==> config.mk <==
export PLATFORM = sky130hd
export DESIGN_NAME = cmp_match_unit
export DESIGN_NICKNAME = d
export VERILOG_FILES = /design/src/rtl/cmp_match_unit.sv
export SDC_FILE = /design/constraint.sdc
export NUM_CORES = 1
export LEC_CHECK = 0
export ABC_AREA = 1
export BUFFER_PORTS_ARGS = -buffer_cell sky130_fd_sc_hd__buf_2
export CORE_UTILIZATION = 25
export CTS_CLUSTER_SIZE = 16
export DETAILED_ROUTE_END_ITERATION = 6
export RECOVER_POWER = 50
export SLEW_MARGIN = 20
export SYNTH_ARGS = -nofsm -noshare
export SYNTH_HDL_FRONTEND = slang
export SYNTH_SLANG_ARGS = --single-unit
export TNS_END_PERCENT = 1
==> constraint.sdc <==
create_clock -name clk -period 2.03 [get_ports clk]
set_input_delay 0.203 -clock clk [delete_from_list [all_inputs] [get_ports clk]]
set_output_delay 0.203 -clock clk [all_outputs]
set_load 0.05 [all_outputs]
==> src/rtl/cmp_match_unit.sv <==
module cmp_match_unit #(
  parameter int TW = 16
) (
  input  logic          clk,
  input  logic          rst_n,
  input  logic          tmr_a_run,
  input  logic          tmr_b_run,
  input  logic          cfg_we,
  input  logic [3:0]    cfg_mode,
  input  logic          cfg_tsel,
  input  logic          cfg_oe,
  input  logic          cmp_we,
  input  logic [TW-1:0] cmp_wdata,
  input  logic          adc_en,
  input  logic          clr_cmp,
  input  logic          clr_ovf_a,
  input  logic          clr_ovf_b,
  output logic [TW-1:0] tmr_a,
  output logic [TW-1:0] tmr_b,
  output logic          pin_out,
  output logic          pin_oe,
  output logic          cmp_flag,
  output logic          ovf_a_flag,
  output logic          ovf_b_flag,
  output logic          sev_trig,
  output logic          adc_start
);

  localparam logic [3:0] M_HI  = 4'b1000;
  localparam logic [3:0] M_LO  = 4'b1001;
  localparam logic [3:0] M_TGL = 4'b0010;
  localparam logic [3:0] M_IRQ = 4'b1010;
  localparam logic [3:0] M_SEV = 4'b1011;
  localparam logic [TW-1:0] TMAX = '1;

  logic [3:0]    mode_q;
  logic          tsel_q;
  logic [TW-1:0] cmp_q;
  logic          eq_q;

  logic          active, eq, hit, sev_hit, clr_a, clr_b, wrap_a, wrap_b;
  logic [TW-1:0] sel_val;

  assign active  = (mode_q == M_HI) || (mode_q == M_LO) || (mode_q == M_TGL) ||
                   (mode_q == M_IRQ) || (mode_q == M_SEV);
  assign sel_val = tsel_q ? tmr_b : tmr_a;
  assign eq      = (sel_val == cmp_q);
  assign hit     = eq && !eq_q && active;
  assign sev_hit = hit && (mode_q == M_SEV);
  assign clr_a   = sev_hit && !tsel_q;
  assign clr_b   = sev_hit && tsel_q;
  assign wrap_a  = tmr_a_run && (tmr_a == TMAX) && !clr_a;
  assign wrap_b  = tmr_b_run && (tmr_b == TMAX) && !clr_b;

  always_ff @(posedge clk) begin
    if (!rst_n) begin
      mode_q <= '0;
      tsel_q <= 1'b0;
      pin_oe <= 1'b0;
      cmp_q  <= '0;
    end else begin
      if (cfg_we) begin
        mode_q <= cfg_mode;
        tsel_q <= cfg_tsel;
        pin_oe <= cfg_oe;
      end
      if (cmp_we) cmp_q <= cmp_wdata;
    end
  end

  always_ff @(posedge clk) begin
    if (!rst_n) begin
      tmr_a      <= '0;
      tmr_b      <= '0;
      ovf_a_flag <= 1'b0;
      ovf_b_flag <= 1'b0;
    end else begin
      if (clr_a)          tmr_a <= '0;
      else if (tmr_a_run) tmr_a <= tmr_a + 1'b1;
      if (clr_b)          tmr_b <= '0;
      else if (tmr_b_run) tmr_b <= tmr_b + 1'b1;
      ovf_a_flag <= wrap_a || (ovf_a_flag && !clr_ovf_a);
      ovf_b_flag <= wrap_b || (ovf_b_flag && !clr_ovf_b);
    end
  end

  always_ff @(posedge clk) begin
    if (!rst_n) begin
      eq_q      <= 1'b0;
      pin_out   <= 1'b0;
      cmp_flag  <= 1'b0;
      sev_trig  <= 1'b0;
      adc_start <= 1'b0;
    end else begin
      eq_q      <= eq;
      cmp_flag  <= hit || (cmp_flag && !clr_cmp);
      sev_trig  <= sev_hit;
      adc_start <= sev_hit && adc_en;
      case (mode_q)
        M_HI:          if (hit) pin_out <= 1'b1;
        M_LO:          if (hit) pin_out <= 1'b0;
        M_TGL:         if (hit) pin_out <= !pin_out;
        M_IRQ, M_SEV:  pin_out <= pin_out;
        default:       pin_out <= 1'b0;
      endcase
    end
  end

endmodule

==> results of run 1 <==
-- tightest hold or removal path, stage by stage --
cell and delay (ns):
buf_2 0.08, nor2_1 0.03, nor2_1 0.09
-- layout make-up --
class | instances | share of cell area, %
flip-flops and latches | 61 | 30.9
clock inverters | 1 | 0.757
inverters | 63 | 6.02
repair buffers | 75 | 9.49
multi-input cells | 331 | 40.8
well taps | 168 | 5.30
clock buffers | 13 | 6.81
-- worst max-delay path by stage --
| stage | from | depth (start not counted) | slack, ns | endpoint |
|---|---|---|---|---|
| after floorplan | tmr_a[3] | 8 | 0.06 | ovf_a_flag |
| after global placement | tmr_a[0] | 9 | 0.07 | ovf_a_flag |
| after detailed placement | tsel_q | 12 | 0.09 | tmr_a[11] |
| after CTS | tsel_q | 12 | 0.07 | tmr_a[11] |
| after global routing | tsel_q | 13 | -0.03 | tmr_b[1] |
| final | tsel_q | 13 | 0.18 | tmr_b[2] |
-- power groups by stage --
stage,combinational [mW],clock (mW),sequential [mW]
floorplan,0.191,0,1.34
global placement,0.323,0,1.30
detailed placement,0.331,0,1.30
CTS,0.332,1.58,1.28
global route,0.371,1.65,1.28
finish,0.327,1.54,1.28
-- flip-flops by register name (all words and copies together), names as in the netlist --
register	cells
cmp_flag	1
tmr_b	16
cmp_q	16
pin_oe	1
ovf_b_flag	1
ovf_a_flag	1
sev_trig	1
pin_out	1
eq_q	1
tsel_q	1
mode_q	4
tmr_a	16
adc_start	1
-- per-stage QoR --
stage,utilization [%],hold WS (ns)
2_1_floorplan,-,0.338
3_3_place_gp,30.4,0.433
3_5_place_dp,30.4,0.451
4_1_cts,32.9,0.107
5_1_grt,32.9,0.109
6_report,32.9,0.112
-- routing by layer --
metal  vias to the layer above  wire, microns
met3                        14            465
met2                        68           3920
met5                         -              0
li1                       1606              -
met1                      1396           3860
met4                         0            138
-- cells in the final DEF, fill, tap and decap left out --
| cell | count |
|---|---|
| a21oi_1 | 22 |
| buf_12 | 2 |
| buf_2 | 44 |
| buf_4 | 2 |
| bufinv_16 | 1 |
| clkbuf_1 | 28 |
| clkbuf_16 | 9 |
| clkbuf_8 | 3 |
| clkinv_1 | 1 |
| dfxtp_1 | 58 |
| dfxtp_2 | 3 |
| ha_1 | 2 |
| inv_1 | 61 |
| inv_4 | 1 |
| nand2_1 | 127 |
| nand2_2 | 1 |
| nand2_4 | 1 |
| nand3_1 | 27 |
| nand3_2 | 1 |
| nand3b_1 | 4 |
| nand4_1 | 4 |
| nand4_2 | 2 |
| nor2_1 | 59 |
| nor2_2 | 11 |
| nor2_4 | 1 |
| nor3_1 | 8 |
| nor3_2 | 1 |
| nor3b_1 | 1 |
| nor4_2 | 1 |
| o21ai_0 | 30 |
| o21ai_1 | 1 |
| o41ai_1 | 1 |
| xnor2_1 | 3 |
| xor2_1 | 23 |
-- cells by family (layout without fill, tap and decap cells) --
logic type	count (synthesis)	in the layout
DFF	61	61
buffers and inverters	75	152
and+or+nand+nor	249	249
AOI/OAI and AO/OA	54	54
adders and majority gates	2	2
xor gates and xnor gates	26	26
==> results.py, run 1 <==
metrics = {
    "status": {
        "outcome": "completed",
    },
    "clocking": {
        "clkSinkCount": 61,
        "clock_latency_ns": 0.33,
        "htreeDepth": 3,
        "clk_path_buf_depth": 2,
        "cts_resized": 0,
        "clkTransAtPathRegs_ns": 0.05,
        "cts_tree": "built",
        "cts_setup_buffers": 0,
        "cts_root_buffer": "clkbuf_16",
        "holdBufCountCts": 0,
        "cts_made_buffers": 9,
    },
    "global_routing": {
        "grt_max_degree": 31,
        "grt_use_met3_pct": 3.45,
        "overflow": 0,
        "grt_pass1_vias": 2934,
        "grt_usage_pct": 14.0,
        "use_met2_pct": 22.7,
        "grt_pass1_wl_microns": 13800,
        "global_route.peak_usage_layer": "met2",
        "grt_util_met1_pct": 17.6,
        "antenna_found_initial": 0,
    },
    "layout": {
        "n_fill_cell": 1333,
        "insertedDiodeCount": 0,
        "areaGrowthSynthToFinish_pct": 27.3,
        "fin_nets": 575,
        "seq_area_sq_mm": 0.00122,
        "drive_gt1_share_pct": 15.4,
        "final_area_sq_mm": 0.00397,
        "multi_input_area_sq_mm": 0.00162,
        "final_cells": 712,
    },
    "worst_setup_path": {
        "regToRegStartpoint": "tsel_q",
        "crit_chain": "buf_12, nand2_1, o21ai_0, nand2_1, nand2_1, nand2_1, nor2_1, nand2_1, nor2_4, nand4_2, nand2_2, buf_12, nor2_1",
        "path_common_cell": "nand2_1",
        "r2r_cells": 13,
        "critPathCaptureType": "flip-flop",
        "required_ns": 2.25,
        "crit_arrival_ns": 2.08,
        "crit_type": "flip-flop to flip-flop",
        "critPathMaxStageDelay_ns": 0.37,
        "rr_endpoint": "tmr_b[2]",
        "reg2reg_slack_ns": 0.18,
        "path_delay_family": "simple AND/OR/NAND/NOR gates",
        "startpoint_type": "flip-flop",
        "cp_slowest_cell": "dfxtp_2",
        "critPathBufInv": 2,
        "crit_fanout": 23,
    },
    "die": {
        "ios": 71,
        "dieHeight_microns": 114,
        "initial_core_util_pct": 25.9,
        "num_rows": 40,
        "core_sq_mm": 0.0121,
        "die_w_microns": 114,
        "die_area_sq_mm": 0.0129,
    },
    "sta": {
        "min_period_ns": 1.85,
        "hold_viol": 0,
        "drv_slew": 0,
        "layout_setup_ws_ns": 0.175,
        "tightest_slew_ns": 0.636,
        "tns_ns": 0,
        "relSlewSlack_pct": 57.5,
        "fmax_mhz": 539,
        "rsz0062_at_grt": "yes",
        "finalCritPeriodShare_pct": 91.4,
        "setup_viol": 0,
        "fin_skew_ns": 0.00682,
    },
    "power_and_ir_drop": {
        "switching_share_pct": 24.1,
        "power_mw": 3.15,
        "leakage_nw": 1.70,
        "vdd_drop_max_v": 0.000250,
        "p_sw_mw": 0.759,
        "p_int_mw": 2.39,
        "pwr-share-seq_pct": 40.6,
        "power_density_mw_per_mm2": 793,
        "p_clk_share_pct": 49.0,
        "comb_power_share_pct": 10.4,
    },
    "logic_synthesis": {
        "ys_top_cells_by_count": "nand2_1, dfxtp_1, inv_1",
        "synth_top_family_by_area": "simple AND/OR/NAND/NOR gates",
        "synth_top_area_share_pct": 39.2,
        "synthXorXnorAreaFrac_pct": 7.30,
        "synth.area.top_cells": "dfxtp_1, nand2_1, inv_1, nor2_1, xor2_1",
        "synth_nets": 501,
        "synth-simple-area-share_pct": 34.1,
        "yosysWarnings": 0,
        "synth-edff-count": 0,
        "yosysUniqueCellTypes": 25,
        "ys_ff_latch": 61,
        "syn_avg_cell_area_sq_um": 6.68,
        "synthCells": 467,
        "synth_compound_area_share_pct": 8.79,
        "netlist_area_sq_mm": 0.00312,
        "ys.flop_type": "dfxtp_1",
        "synth_most_common_cell": "nand2_1",
        "synth_area_leader_cell": "dfxtp_1",
        "ys_async_sr_fraction_pct": 0,
        "synthMuxAreaShare_pct": 0,
        "yosysSeqAreaShare_pct": 39.2,
        "synth_fa_ha_area_share_pct": 0.803,
    },
    "route": {
        "drt_iter0_markers": 140,
        "vias": 3084,
        "drtAntennaViolNets": 0,
        "drc": 0,
        "routed_wirelength_microns": 8390,
        "first_pass_iters": 4,
        "vias_per_cell": 4.33,
        "wl_per_cell_microns": 11.8,
    },
    "placement": {
        "dp_worst_setup_slack_ns": 0.0934,
        "dp_cells": 698,
        "buffer_ports.inserted": 70,
        "hpwl_microns": 6600,
        "placed_area_sq_mm": 0.00367,
        "gp_congestion": 0.830,
    },
    "flow_run": {
        "cap_violations": 0,
    },
    "hold_path": {
        "hold_path_end": "pin_oe",
        "hold_path.class": "input port to flip-flop",
        "holdCritStartpoint": "cfg_oe",
        "min_path_cells": 3,
    },
}
No activity file was read; power rests on OpenSTA's default activity.
==> run 2, diff against run 1 <==
--- a/config.mk
+++ b/config.mk
@@ -7,6 +7,7 @@
 export LEC_CHECK = 0
 export ABC_AREA = 1
 export BUFFER_PORTS_ARGS = -buffer_cell sky130_fd_sc_hd__buf_2
+export CORE_ASPECT_RATIO = 0.6
 export CORE_UTILIZATION = 25
 export CTS_CLUSTER_SIZE = 16
 export DETAILED_ROUTE_END_ITERATION = 6
==> run 2 against run 1 <==
Against the previous run:
- sequential share of layout area decreased by 0.31 points
- via count increased by 0.91%
- global-route usage increased by 1.1 points
- combinational power increased by 7.0%
- flip-flop and latch count unchanged
- clock-buffer cell count unchanged
- routed wire length increased by 11%
- setup slack got worse by 0.028 ns
- critical endpoint is now tmr_a[14]
==> results.py, run 2 (synthesis gave the netlist of run 1 again) <==
metrics = {
    "status": {
        "outcome": "completed",
    },
    "worst_setup_path": {
        "reg2reg_slack_ns": 0.15,
        "r2r_cells": 11,
        "crit_path_start": "tmr_a[1]",
        "regToRegStartpoint": "tmr_a[1]",
        "rr_endpoint": "tmr_a[14]",
        "crit_arrival_ns": 2.15,
        "critPathCaptureType": "flip-flop",
        "required_ns": 2.30,
        "crit_fanout": 5,
        "startpoint_type": "flip-flop",
        "crit_type": "flip-flop to flip-flop",
    },
    "sta": {
        "tightest_slew_ns": 0.637,
        "hold_viol": 0,
        "relSlewSlack_pct": 57.7,
        "min_period_ns": 1.88,
        "fin_skew_ns": 0.00767,
        "drv_slew": 0,
        "layout_setup_ws_ns": 0.148,
        "setup_viol": 0,
        "fmax_mhz": 531,
        "finalCritPeriodShare_pct": 92.7,
    },
    "route": {
        "wl_per_cell_microns": 12.9,
        "vias_per_cell": 4.34,
        "first_pass_iters": 5,
        "vias": 3112,
        "drtAntennaViolNets": 0,
        "drc": 0,
        "drt_iter0_markers": 168,
        "routed_wirelength_microns": 9280,
    },
    "clocking": {
        "cts_tree": "built",
        "clkSinkCount": 61,
        "cts_setup_buffers": 0,
        "htreeDepth": 3,
        "cts_root_buffer": "clkbuf_16",
        "cts_made_buffers": 9,
        "clk_path_buf_depth": 2,
        "clkTransAtPathRegs_ns": 0.05,
        "clock_latency_ns": 0.34,
    },
    "placement": {
        "hpwl_microns": 7230,
        "placed_area_sq_mm": 0.00373,
        "buffer_ports.inserted": 70,
        "dp_worst_setup_slack_ns": -0.0179,
        "gp_congestion": 0.842,
    },
    "layout": {
        "fin_nets": 583,
        "layout_common_cells": "nand2_1, inv_1, nor2_1",
        "insertedDiodeCount": 0,
        "final_area_sq_mm": 0.00402,
        "final_common_cell": "nand2_1",
        "largest_registers": "cmp_q (16), tmr_a (16), tmr_b (16)",
        "areaGrowthSynthToFinish_pct": 28.9,
        "drive_gt1_share_pct": 16.7,
    },
    "global_routing": {
        "grt_pass1_vias": 2899,
        "grt_pass1_wl_microns": 14700,
        "overflow": 0,
        "grt_max_degree": 31,
        "grt_usage_pct": 15.1,
        "antenna_found_initial": 0,
    },
    "die": {
        "die_area_sq_mm": 0.0129,
        "dieHeight_microns": 88.5,
        "core_sq_mm": 0.0121,
        "die_w_microns": 146,
        "num_rows": 31,
        "initial_core_util_pct": 25.8,
        "ios": 71,
    },
    "hold_path": {
        "min_path_cells": 3,
        "hold_path.class": "input port to flip-flop",
        "hold_path_end": "mode_q[2]",
        "holdCritStartpoint": "cfg_mode[2]",
    },
    "flow_run": {
        "cap_violations": 0,
    },
    "power_and_ir_drop": {
        "vdd_drop_max_v": 0.000348,
        "power_density_mw_per_mm2": 769,
        "leakage_nw": 1.73,
    },
}
==> run 2: critical path, stage by stage (launching register included) <==
cell and delay (ns):
dfxtp_2 0.38, ha_1 0.16, nand2_1 0.10, nor3_2 0.18
nand3_1 0.16, buf_4 0.18, nor4_2 0.19, buf_4 0.17
nand2_1 0.04, nand2_1 0.04, o21ai_0 0.08, nor2_1 0.11
==> run 2: cell type report <==
cell class              count  area [sq um]
clock inverters             1          5.00
multi-input cells         331          1620
clock buffers              13           280
fillers                  1330          8080
repair buffers             83           438
flip-flops and latches     61          1230
well taps                 165           206
inverters                  63           241
==> run 2: where the power goes <==
group	leakage (nW)	internal, mW	total, mW	switching (mW)
Sequential	0.499	1.24	1.28	0.0346
Clock	0.144	0.942	1.46	0.521
Combinational	1.09	0.117	0.350	0.233
==> run 2: worst max-delay path by stage <==
stage	end	slack (ns)	cells after the start
after global routing	ovf_a_flag	-0.004	9
after detailed placement	tmr_a[12]	-0.02	12
after global placement	tmr_b[1]	0.04	13
final	tmr_a[14]	0.15	11
after CTS	tmr_a[12]	0.01	9
after floorplan	ovf_a_flag	0.06	8
==> run 2: layer usage <==
layer | vias to the layer above | track usage, % | wire, microns
met5 | - | 0 | 0
met4 | 0 | 5.87 | 70
met3 | 9 | 5.62 | 682
met2 | 84 | 21.4 | 3650
met1 | 1404 | 20.7 | 4880
li1 | 1615 | - | -
==> run 2: repair_timing <==
action	4_1_cts	5_1_grt
resized for setup	1	9
endpoints found under the hold margin	0	0
hold buffers	0	0
setup endpoints to repair	14	36
==> run 2: stage by stage <==
step	utilization [%]	power [mW]	instances	hold slack, ns	TNS (ns)
after floorplan	-	1.53	467	0.338	0
final	33.2	3.09	717	0.0979	0
after CTS	33.2	3.13	717	0.0804	0
after global routing	33.2	3.23	717	0.0848	-0.00849
after detailed placement	30.8	1.64	703	0.435	-0.0228
after global placement	30.8	1.64	703	0.426	0
==> run 3, diff against run 2 <==
--- a/config.mk
+++ b/config.mk
@@ -11,6 +11,7 @@
 export CORE_UTILIZATION = 25
 export CTS_CLUSTER_SIZE = 16
 export DETAILED_ROUTE_END_ITERATION = 6
+export MAX_ROUTING_LAYER = met4
 export RECOVER_POWER = 50
 export SLEW_MARGIN = 20
 export SYNTH_ARGS = -nofsm -noshare
==> run 3 against run 2 <==
Against the previous run:
- the flow now finishes with violations (DRC)
- non-clock buffer count unchanged
- setup slack better by 0.0096 ns
- routed wire length decreased by 2.6%
- via count up 1.0%
- sequential share of layout area barely moved
- sequential power is essentially flat
- fmax grew 0.51%
- largest power group unchanged
- core utilization down 0.062 points
- flip-flop and latch count is the same
- die area unchanged
- critical path type unchanged
- largest cell class unchanged
- first-iteration DRC count rose by 7.7%
==> results.py, run 3 (synthesis gave the netlist of run 1 again) <==
metrics = {
    "power_and_ir_drop": {
        "p_int_mw": 2.25,
        "vdd_drop_max_v": 0.000437,
        "pwr-share-seq_pct": 42.2,
        "p_sw_mw": 0.774,
        "comb_power_share_pct": 11.5,
        "leakage_nw": 1.76,
        "p_clk_share_pct": 46.4,
        "power_density_mw_per_mm2": 755,
        "switching_share_pct": 25.6,
    },
    "worst_setup_path": {
        "path_common_cell": "nand2_1",
        "path_delay_family": "simple AND/OR/NAND/NOR gates",
        "reg2reg_slack_ns": 0.16,
        "cp_slowest_cell": "dfxtp_2",
        "crit_type": "flip-flop to flip-flop",
        "crit_chain": "buf_12, nand2_1, o21ai_0, nand2_1, nand2_1, nand2_1, nor2_1, nand2_1, nor2_2, nand4_2, nand2_2, buf_12, nor2_1",
        "critPathMaxStageDelay_ns": 0.37,
        "required_ns": 2.25,
        "crit_arrival_ns": 2.09,
        "startpoint_type": "flip-flop",
        "crit_fanout": 23,
        "critPathCaptureType": "flip-flop",
        "critPathBufInv": 2,
    },
    "clocking": {
        "clkTransAtPathRegs_ns": 0.05,
        "cts_tree": "built",
        "cts_made_buffers": 9,
        "clkSinkCount": 61,
        "cts_root_buffer": "clkbuf_16",
        "clk_path_buf_depth": 2,
        "clock_latency_ns": 0.33,
        "holdBufCountCts": 0,
        "htreeDepth": 3,
    },
    "global_routing": {
        "antenna_found_initial": 0,
        "grt_max_degree": 31,
        "grt_pass1_vias": 3060,
        "grt_usage_pct": 15.5,
        "overflow": 0,
        "grt_pass1_wl_microns": 14900,
    },
    "sta": {
        "drv_slew": 0,
        "rsz0062_at_grt": "yes",
        "tightest_slew_ns": 0.738,
        "fmax_mhz": 534,
        "relSlewSlack_pct": 50.8,
        "hold_viol": 0,
        "finalCritPeriodShare_pct": 92.3,
        "fin_skew_ns": 0.00558,
        "setup_viol": 0,
        "min_period_ns": 1.87,
        "layout_setup_ws_ns": 0.157,
        "tns_ns": 0,
    },
    "die": {
        "die_area_sq_mm": 0.0129,
        "core_sq_mm": 0.0121,
        "dieHeight_microns": 88.5,
        "num_rows": 31,
        "die_w_microns": 146,
        "initial_core_util_pct": 25.8,
        "ios": 71,
    },
    "placement": {
        "dp_cells": 703,
        "dp_worst_setup_slack_ns": 0.0449,
        "buffer_ports.inserted": 70,
        "hpwl_microns": 6990,
        "placed_area_sq_mm": 0.00373,
        "gp_congestion": 0.840,
    },
    "route": {
        "dr.max_layer_used": "met4",
        "wl_per_cell_microns": 12.6,
        "vias": 3144,
        "wl_met2_microns": 3480,
        "drt_iter0_markers": 181,
        "first_pass_iters": 6,
        "drc": 2,
        "drtAntennaViolNets": 0,
        "m1WireLength_microns": 4680,
        "routed_wirelength_microns": 9040,
        "wl_met3_microns": 763,
        "vias_per_cell": 4.37,
    },
    "hold_path": {
        "hold_path.class": "input port to flip-flop",
    },
    "layout": {
        "final_common_cell": "nand2_1",
        "areaGrowthSynthToFinish_pct": 28.6,
        "drive_gt1_share_pct": 17.9,
        "layout_common_cells": "nand2_1, inv_1, nor2_1",
        "final_area_sq_mm": 0.00401,
        "largest_registers": "cmp_q (16), tmr_a (16), tmr_b (16)",
        "final_cells": 719,
        "insertedDiodeCount": 0,
        "fin_nets": 583,
    },
    "status": {
        "violations": "DRC",
        "outcome": "finished, violations left",
    },
    "flow_run": {
        "cap_violations": 0,
    },
}
[run 3: cell count changes in the layout (fill, tap and decap cells not counted), sizes merged]
cell / change
clkbuf: -5
buf: +7
[run 3: worst min-delay path: stages]
cell    delay, ns
buf_2        0.08
nor2_1       0.03
nor2_1       0.08
[run 3: worst paths after layout]
| path | start | to | cells after the start |
|---|---|---|---|
| hold reg to reg | cmp_q[11] | cmp_q[11] | 2 |
| hold / removal | cfg_oe | pin_oe | 3 |
| setup / recovery | tsel_q | tmr_b[4] | 13 |
| setup reg to reg | tsel_q | tmr_b[4] | 13 |
[run 3: metrics by stage]
stage          hold slack, ns  power, mW  util [%]
3_3_place_gp            0.425       1.64      30.8
2_1_floorplan           0.338       1.53         -
3_5_place_dp            0.438       1.64      30.8
4_1_cts                0.0927       3.07      33.1
6_report                0.103       3.03      33.1
5_1_grt                 0.118       3.17      33.1
[run 3: layout make-up]
cell class / count / area [sq um]
fillers: 1334 / 8090
repair buffers: 83 / 448
clock inverters: 1 / 5.00
inverters: 63 / 239
well taps: 165 / 206
clock buffers: 15 / 268
flip-flops and latches: 61 / 1220
multi-input cells: 331 / 1620
[run 3: metal layers]
layer | global-route usage, % | vias to the layer above
met1 | 20.7 | 1403
met4 | 4.36 | 0
met3 | 5.31 | 12
met2 | 22.0 | 104
met5 | - | -
li1 | - | 1625
[run 3: what timing repair did]
| item | 4_1_cts | 5_1_grt |
|---|---|---|
| setup endpoints to repair | 0 | 38 |
| buffers inserted | 0 | 0 |
| gates resized for setup | 0 | 10 |
[run 3: power groups by stage]
stage	Combinational (mW)	Sequential (mW)	Clock, mW
2_1_floorplan	0.191	1.34	0
3_3_place_gp	0.339	1.30	0
3_5_place_dp	0.342	1.30	0
4_1_cts	0.344	1.27	1.45
5_1_grt	0.395	1.28	1.49
6_report	0.347	1.28	1.40
